==> src/rtl/iba_pkg.sv <==
package iba_pkg;
  typedef enum logic [2:0] {
    EV_NONE, EV_FAULT, EV_TRAP, EV_STEP, EV_NMI, EV_MASK
  } ev_e;

  localparam int VEC_DIVIDE = 0;
  localparam int VEC_STEP   = 1;
  localparam int VEC_NMI    = 2;
  localparam int VEC_BKPT   = 3;
  localparam int VEC_OVF    = 4;
  localparam int BKPT_OP    = 'hCC;
endpackage

==> src/rtl/nmi_edge_latch.sv <==
module nmi_edge_latch (
  input  logic clk,
  input  logic rst,
  input  logic pin,
  input  logic take,
  output logic pending
);
  logic pin_q;
  logic rise;

  assign rise = pin & ~pin_q;

  always_ff @(posedge clk) begin
    if (rst) begin
      pin_q   <= 1'b0;
      pending <= 1'b0;
    end else begin
      pin_q   <= pin;
      // a new edge arriving in the same cycle as service stays latched
      pending <= (pending & ~take) | rise;
    end
  end
endmodule

==> src/rtl/event_select.sv <==
module event_select
  import iba_pkg::*;
#(
  parameter int VEC_W = 8,
  parameter int OP_W  = 8
) (
  input  logic             div_err,
  input  logic             swi_exec,
  input  logic [VEC_W-1:0] swi_num,
  input  logic [OP_W-1:0]  ret_opcode,
  input  logic             into_exec,
  input  logic             ovf_flag,
  input  logic             trap_flag,
  input  logic             nmi_pend,
  input  logic             intr_pin,
  input  logic             ie_flag,
  output ev_e              kind,
  output logic [VEC_W-1:0] vec,
  output logic             fault
);
  localparam logic [OP_W-1:0] BKPT = OP_W'(BKPT_OP);

  always_comb begin
    kind  = EV_NONE;
    vec   = '0;
    fault = 1'b0;
    if (div_err) begin
      kind  = EV_FAULT;
      vec   = VEC_W'(VEC_DIVIDE);
      fault = 1'b1;
    end else if (swi_exec) begin
      kind = EV_TRAP;
      vec  = swi_num;
    end else if (ret_opcode == BKPT) begin
      kind = EV_TRAP;
      vec  = VEC_W'(VEC_BKPT);
    end else if (into_exec && ovf_flag) begin
      kind = EV_TRAP;
      vec  = VEC_W'(VEC_OVF);
    end else if (trap_flag) begin
      kind = EV_STEP;
      vec  = VEC_W'(VEC_STEP);
    end else if (nmi_pend) begin
      kind = EV_NMI;
      vec  = VEC_W'(VEC_NMI);
    end else if (intr_pin && ie_flag) begin
      kind = EV_MASK;
    end
  end
endmodule

==> src/rtl/ack_sequencer.sv <==
module ack_sequencer #(
  parameter int VEC_W      = 8,
  parameter int ACK_CYCLES = 2
) (
  input  logic             clk,
  input  logic             rst,
  input  logic             start_imm,
  input  logic [VEC_W-1:0] imm_vec,
  input  logic             imm_fault,
  input  logic             start_ack,
  input  logic [VEC_W-1:0] ack_data,
  input  logic             seq_done,
  output logic             inta,
  output logic             disp_valid,
  output logic [VEC_W-1:0] disp_vector,
  output logic             disp_fault,
  output logic             busy
);
  localparam int CW = $clog2(ACK_CYCLES + 1);

  typedef enum logic [1:0] {S_IDLE, S_ACK, S_HOLD} st_e;
  st_e           st;
  logic [CW-1:0] cnt;

  assign busy = (st != S_IDLE);

  always_ff @(posedge clk) begin
    if (rst) begin
      st          <= S_IDLE;
      cnt         <= '0;
      inta        <= 1'b0;
      disp_valid  <= 1'b0;
      disp_vector <= '0;
      disp_fault  <= 1'b0;
    end else begin
      case (st)
        S_IDLE: begin
          if (start_imm) begin
            disp_valid  <= 1'b1;
            disp_vector <= imm_vec;
            disp_fault  <= imm_fault;
            st          <= S_HOLD;
          end else if (start_ack) begin
            inta <= 1'b1;
            cnt  <= CW'(1);
            st   <= S_ACK;
          end
        end
        S_ACK: begin
          if (cnt == CW'(ACK_CYCLES)) begin
            inta        <= 1'b0;
            disp_valid  <= 1'b1;
            disp_vector <= ack_data;
            disp_fault  <= 1'b0;
            st          <= S_HOLD;
          end else begin
            cnt <= cnt + CW'(1);
          end
        end
        default: begin
          disp_valid <= 1'b0;
          if (seq_done) st <= S_IDLE;
        end
      endcase
    end
  end
endmodule

==> src/rtl/boundary_event_arb.sv <==
module boundary_event_arb
  import iba_pkg::*;
#(
  parameter int VEC_W      = 8,
  parameter int OP_W       = 8,
  parameter int ACK_CYCLES = 2
) (
  input  logic             clk,
  input  logic             rst,
  input  logic             bnd_strobe,
  input  logic             div_err,
  input  logic             swi_exec,
  input  logic [VEC_W-1:0] swi_num,
  input  logic [OP_W-1:0]  ret_opcode,
  input  logic             into_exec,
  input  logic             ovf_flag,
  input  logic             trap_flag,
  input  logic             ie_flag,
  input  logic             nmi_pin,
  input  logic             intr_pin,
  input  logic [VEC_W-1:0] ack_data,
  input  logic             seq_done,
  output logic             inta_o,
  output logic             disp_valid,
  output logic [VEC_W-1:0] disp_vector,
  output logic             disp_fault,
  output logic             busy
);
  logic             nmi_pend;
  logic             nmi_take;
  ev_e              kind;
  logic [VEC_W-1:0] sel_vec;
  logic             sel_fault;
  logic             decide;
  logic             go_imm;
  logic             go_ack;

  assign decide   = bnd_strobe & ~busy;
  assign nmi_take = decide & (kind == EV_NMI);
  assign go_ack   = decide & (kind == EV_MASK);
  assign go_imm   = decide & (kind != EV_NONE) & (kind != EV_MASK);

  nmi_edge_latch u_nmi (
    .clk     (clk),
    .rst     (rst),
    .pin     (nmi_pin),
    .take    (nmi_take),
    .pending (nmi_pend)
  );

  event_select #(.VEC_W(VEC_W), .OP_W(OP_W)) u_sel (
    .div_err    (div_err),
    .swi_exec   (swi_exec),
    .swi_num    (swi_num),
    .ret_opcode (ret_opcode),
    .into_exec  (into_exec),
    .ovf_flag   (ovf_flag),
    .trap_flag  (trap_flag),
    .nmi_pend   (nmi_pend),
    .intr_pin   (intr_pin),
    .ie_flag    (ie_flag),
    .kind       (kind),
    .vec        (sel_vec),
    .fault      (sel_fault)
  );

  ack_sequencer #(.VEC_W(VEC_W), .ACK_CYCLES(ACK_CYCLES)) u_seq (
    .clk         (clk),
    .rst         (rst),
    .start_imm   (go_imm),
    .imm_vec     (sel_vec),
    .imm_fault   (sel_fault),
    .start_ack   (go_ack),
    .ack_data    (ack_data),
    .seq_done    (seq_done),
    .inta        (inta_o),
    .disp_valid  (disp_valid),
    .disp_vector (disp_vector),
    .disp_fault  (disp_fault),
    .busy        (busy)
  );
endmodule

==> config.mk <==
export PLATFORM = sky130hd
export DESIGN_NAME = boundary_event_arb
export DESIGN_NICKNAME = d
export VERILOG_FILES = /design/src/rtl/iba_pkg.sv /design/src/rtl/nmi_edge_latch.sv /design/src/rtl/event_select.sv /design/src/rtl/ack_sequencer.sv /design/src/rtl/boundary_event_arb.sv
export SDC_FILE = /design/constraint.sdc
export NUM_CORES = 1
export LEC_CHECK = 0
export ABC_CLOCK_PERIOD_IN_PS = 2450
export BUFFER_PORTS_ARGS = -buffer_cell sky130_fd_sc_hd__buf_2
export CORE_ASPECT_RATIO = 0.9
export CORE_MARGIN = 3
export CORE_UTILIZATION = 50
export CTS_BUF_LIST = sky130_fd_sc_hd__clkbuf_8
export CTS_CLUSTER_DIAMETER = 40
export DETAILED_ROUTE_END_ITERATION = 8
export MAX_ROUTING_LAYER = met4
export PLACE_DENSITY = 0.95
export SYNTH_ARGS = -nofsm -noshare
export SYNTH_HDL_FRONTEND = slang
export SYNTH_SLANG_ARGS = --single-unit
==> constraint.sdc <==
create_clock -name clk -period 2.45 [get_ports clk]
set_input_delay 0.1225 -clock clk [delete_from_list [all_inputs] [get_ports clk]]
set_output_delay 0.1225 -clock clk [all_outputs]
set_load 0.005 [all_outputs]
==> flow_summary.ini <==
[run_status]
status = finished, final reports clean

[route]
wl_um = 2490
avgRoutedWirePerCell_um = 14.1
drt_iter0_drc = 34
drc = 0
dr.pass1.iters = 4
ant_nets = 0
vias_per_cell = 5.71
vias = 1005

[pwr]
power_frac_seq_pct = 46.5
power_switching_w = 0.000184
power.density_mw_per_mm2 = 540
sw_frac_of_total_pct = 27.8
comb_power_share_pct = 22.3
p_leak_nw = 0.533
ir_drop_v = 0.000418
power.internal_w = 0.000478
power.share.clock_pct = 31.2

[placement]
gp_congestion = 0.895
numPortBuffers = 47
dp.cells = 172
hpwl_um = 1990

[synthesis]
synth_top_area_cell = dfxtp_1
muxShareOfSynthArea_pct = 1.20
yosys_warnings = 0
synth_area_per_cell_sq_um = 9.00
ys_ff_latch = 17
synth.top_cells.by_area = dfxtp_1 (36%), a211oi_2 (8.0%), a21oi_1 (5.9%)
synth_top_area_share_pct = 36.4
synth_top_family_by_area = compound AO/OA/AOI/OAI gates
ys.flop_type = dfxtp_1
synthSimpleGateAreaFrac_pct = 23.3
synthCells = 104
synth-compound-area-share_pct = 33.4
synth_cell_types = 38
synth_adder_area_share_pct = 1.34
ys_seq_area_share_pct = 36.4
yosys.area_share.xor_xnor_pct = 0
syn-cell-area_sq_um = 936
synth_enable_flop_cells = 0
synthesis.nets = 141
async_reset_ff_share_pct = 0

[worst_setup_path]
cp.required_ns = 2.63
endpoint_kind = register
crit_chain = inv_1 > ha_1 > mux2_2 > nand2b_1 > a21oi_2 > nor2_1 > a211oi_2
critPathTopFamily = compound AO/OA/AOI/OAI gates
start_kind = register
critPathSlowestCell = a21oi_2
cp_slowest_stage_delay_ns = 0.53
arrival_ns = 1.99
critPathKind = reg -> reg
path_buf_inv = 1
worst-path-max-fanout = 13

[cts]
cts.sink_count = 17
post-cts-setup-buffer-count = 0
cts_max_level = 1
clock_latency_ns = 0.25
clk_pin_slew_worst_paths_ns = 0.07
clockBufferDepth = 2
postCtsHoldBufs = 0
post_cts_resized = 0
cts_tree = yes
root_buffer = clkbuf_8
numCtsBuffers = 3

[timing]
fin_setup_tns_ns = 0
maxSlewViolCount = 0
max_freq_mhz = 552
hold_viol = 0
final.setup_skew_ns = 0.00132
setup_viol = 0
slew_headroom_pct = 54.7
final.period_utilization_pct = 73.9
rsz0062_at_grt = no
final.min_clock_period_ns = 1.81
worst_slew_pin_slew_ns = 0.680

[global_route]
met1_usage_pct = 22.4
antenna_found_initial = 0
grtUsageMet3_pct = 6.03
globalRouteOverflowTotal = 0
grt_max_degree = 19
use_met2_pct = 40.9
grt_pass1_wl_um = 3770
grt_pass1_vias = 916
busiest_layer = met2
grt_use_total_pct = 21.5

[floorplanning]
initial_core_util_pct = 54.5
dieArea_sq_mm = 0.00243
die_h_um = 47.0
core_area_sq_mm = 0.00172
fp-row-count = 14
io_pins = 48
die_w_um = 51.6

[final_layout]
final_cells = 176
final_nets = 190
final_core_util_pct = 71.4
n_antenna_cell = 0
mostFrequentLayoutCell = buf_2
syn2layout_area_growth_pct = 30.9
layout_common_cells = buf_2 (47), dfxtp_1 (17), nor2_1 (11), a21oi_1 (11), nand2_1 (9)
drive_above_1_share_pct = 44.1

[job]
drv_cap = 0

[hold_path]
hold_class = in -> reg
-- state kept, by name, summed over array words and instances (netlist names) --
signal,cells
u_seq.disp_vector,8
u_seq.disp_fault,1
u_seq.cnt,2
u_seq.st,2
u_seq.disp_valid,1
u_seq.inta,1
u_nmi.pin_q,1
u_nmi.pending,1
-- cell families after synthesis --
family / after synthesis
flip-flops: 17
AO/OA/AOI/OAI: 39
buffers and inverters: 7
multiplexers: 1
adder cells (fa/ha/maj): 1
AND/OR/NAND/NOR: 39
-- worst reg2reg max path: stages, from the launching register on --
cell and delay, ns:
dfxtp_1 0.30, inv_1 0.09, ha_1 0.19, mux2_2 0.19
nand2b_1 0.11, a21oi_2 0.53, nor2_1 0.13, a211oi_2 0.20
-- Yosys cell counts, drive strengths merged (2+ instances only) --
cell    instances
dfxtp          17
a21oi          12
buf             2
or2             2
a211oi          8
a21o            2
a31oi           4
nand2           9
nand3b          2
nor2b           4
inv             3
nor3            3
clkbuf          2
a22oi           5
nor2           11
a211o           2
-- metal layers --
layer,wire length (um),vias up
li1,-,482
met1,955,470
met2,1310,51
met3,209,2
met4,11,0
met5,0,-
-- stage by stage --
step | power, W | setup slack [ns] | instance area [sq um] | hold WS [ns]
after detailed placement | 0.000460 | 0.669 | 1180 | 0.380
after floorplan | 0.000401 | 1.02 | 936 | 0.251
after global routing | 0.000694 | 0.523 | 1220 | 0.146
final | 0.000662 | 0.639 | 1220 | 0.127
after CTS | 0.000667 | 0.647 | 1220 | 0.124
after global placement | 0.000453 | 0.772 | 1180 | 0.346
-- power groups by stage --
stage               combinational (W)  clock [W]  sequential, W
floorplan                   0.0000872          0       0.000314
global placement             0.000140          0       0.000312
detailed placement           0.000146          0       0.000314
CTS                          0.000147   0.000211       0.000308
global route                 0.000161   0.000223       0.000310
finish                       0.000147   0.000206       0.000308
-- path summary, 6_finish.rpt --
kind	from	end	slack (ns)	depth (start not counted)
setup / recovery	u_seq.cnt[0]$_SDFFE_PP0P_	u_seq.disp_vector[7]$_SDFFE_PP0P_	0.64	7
hold / removal	nmi_pin	u_nmi.pin_q$_SDFF_PP0_	0.13	2
setup reg to reg	u_seq.cnt[0]$_SDFFE_PP0P_	u_seq.disp_vector[7]$_SDFFE_PP0P_	0.64	7
hold reg to reg	u_seq.disp_vector[1]$_SDFFE_PP0P_	u_seq.disp_vector[1]$_SDFFE_PP0P_	0.45	2
-- layout make-up --
cell class,instances,area (sq um)
Fill cell,149,492
Clock inverter,1,5.00
Sequential cell,17,340
Timing Repair Buffer,48,243
Clock buffer,3,41.3
Inverter,3,11.3
Tap cell,24,30.0
Multi-Input combinational cell,80,554
Power figures use the tool's default switching activity.
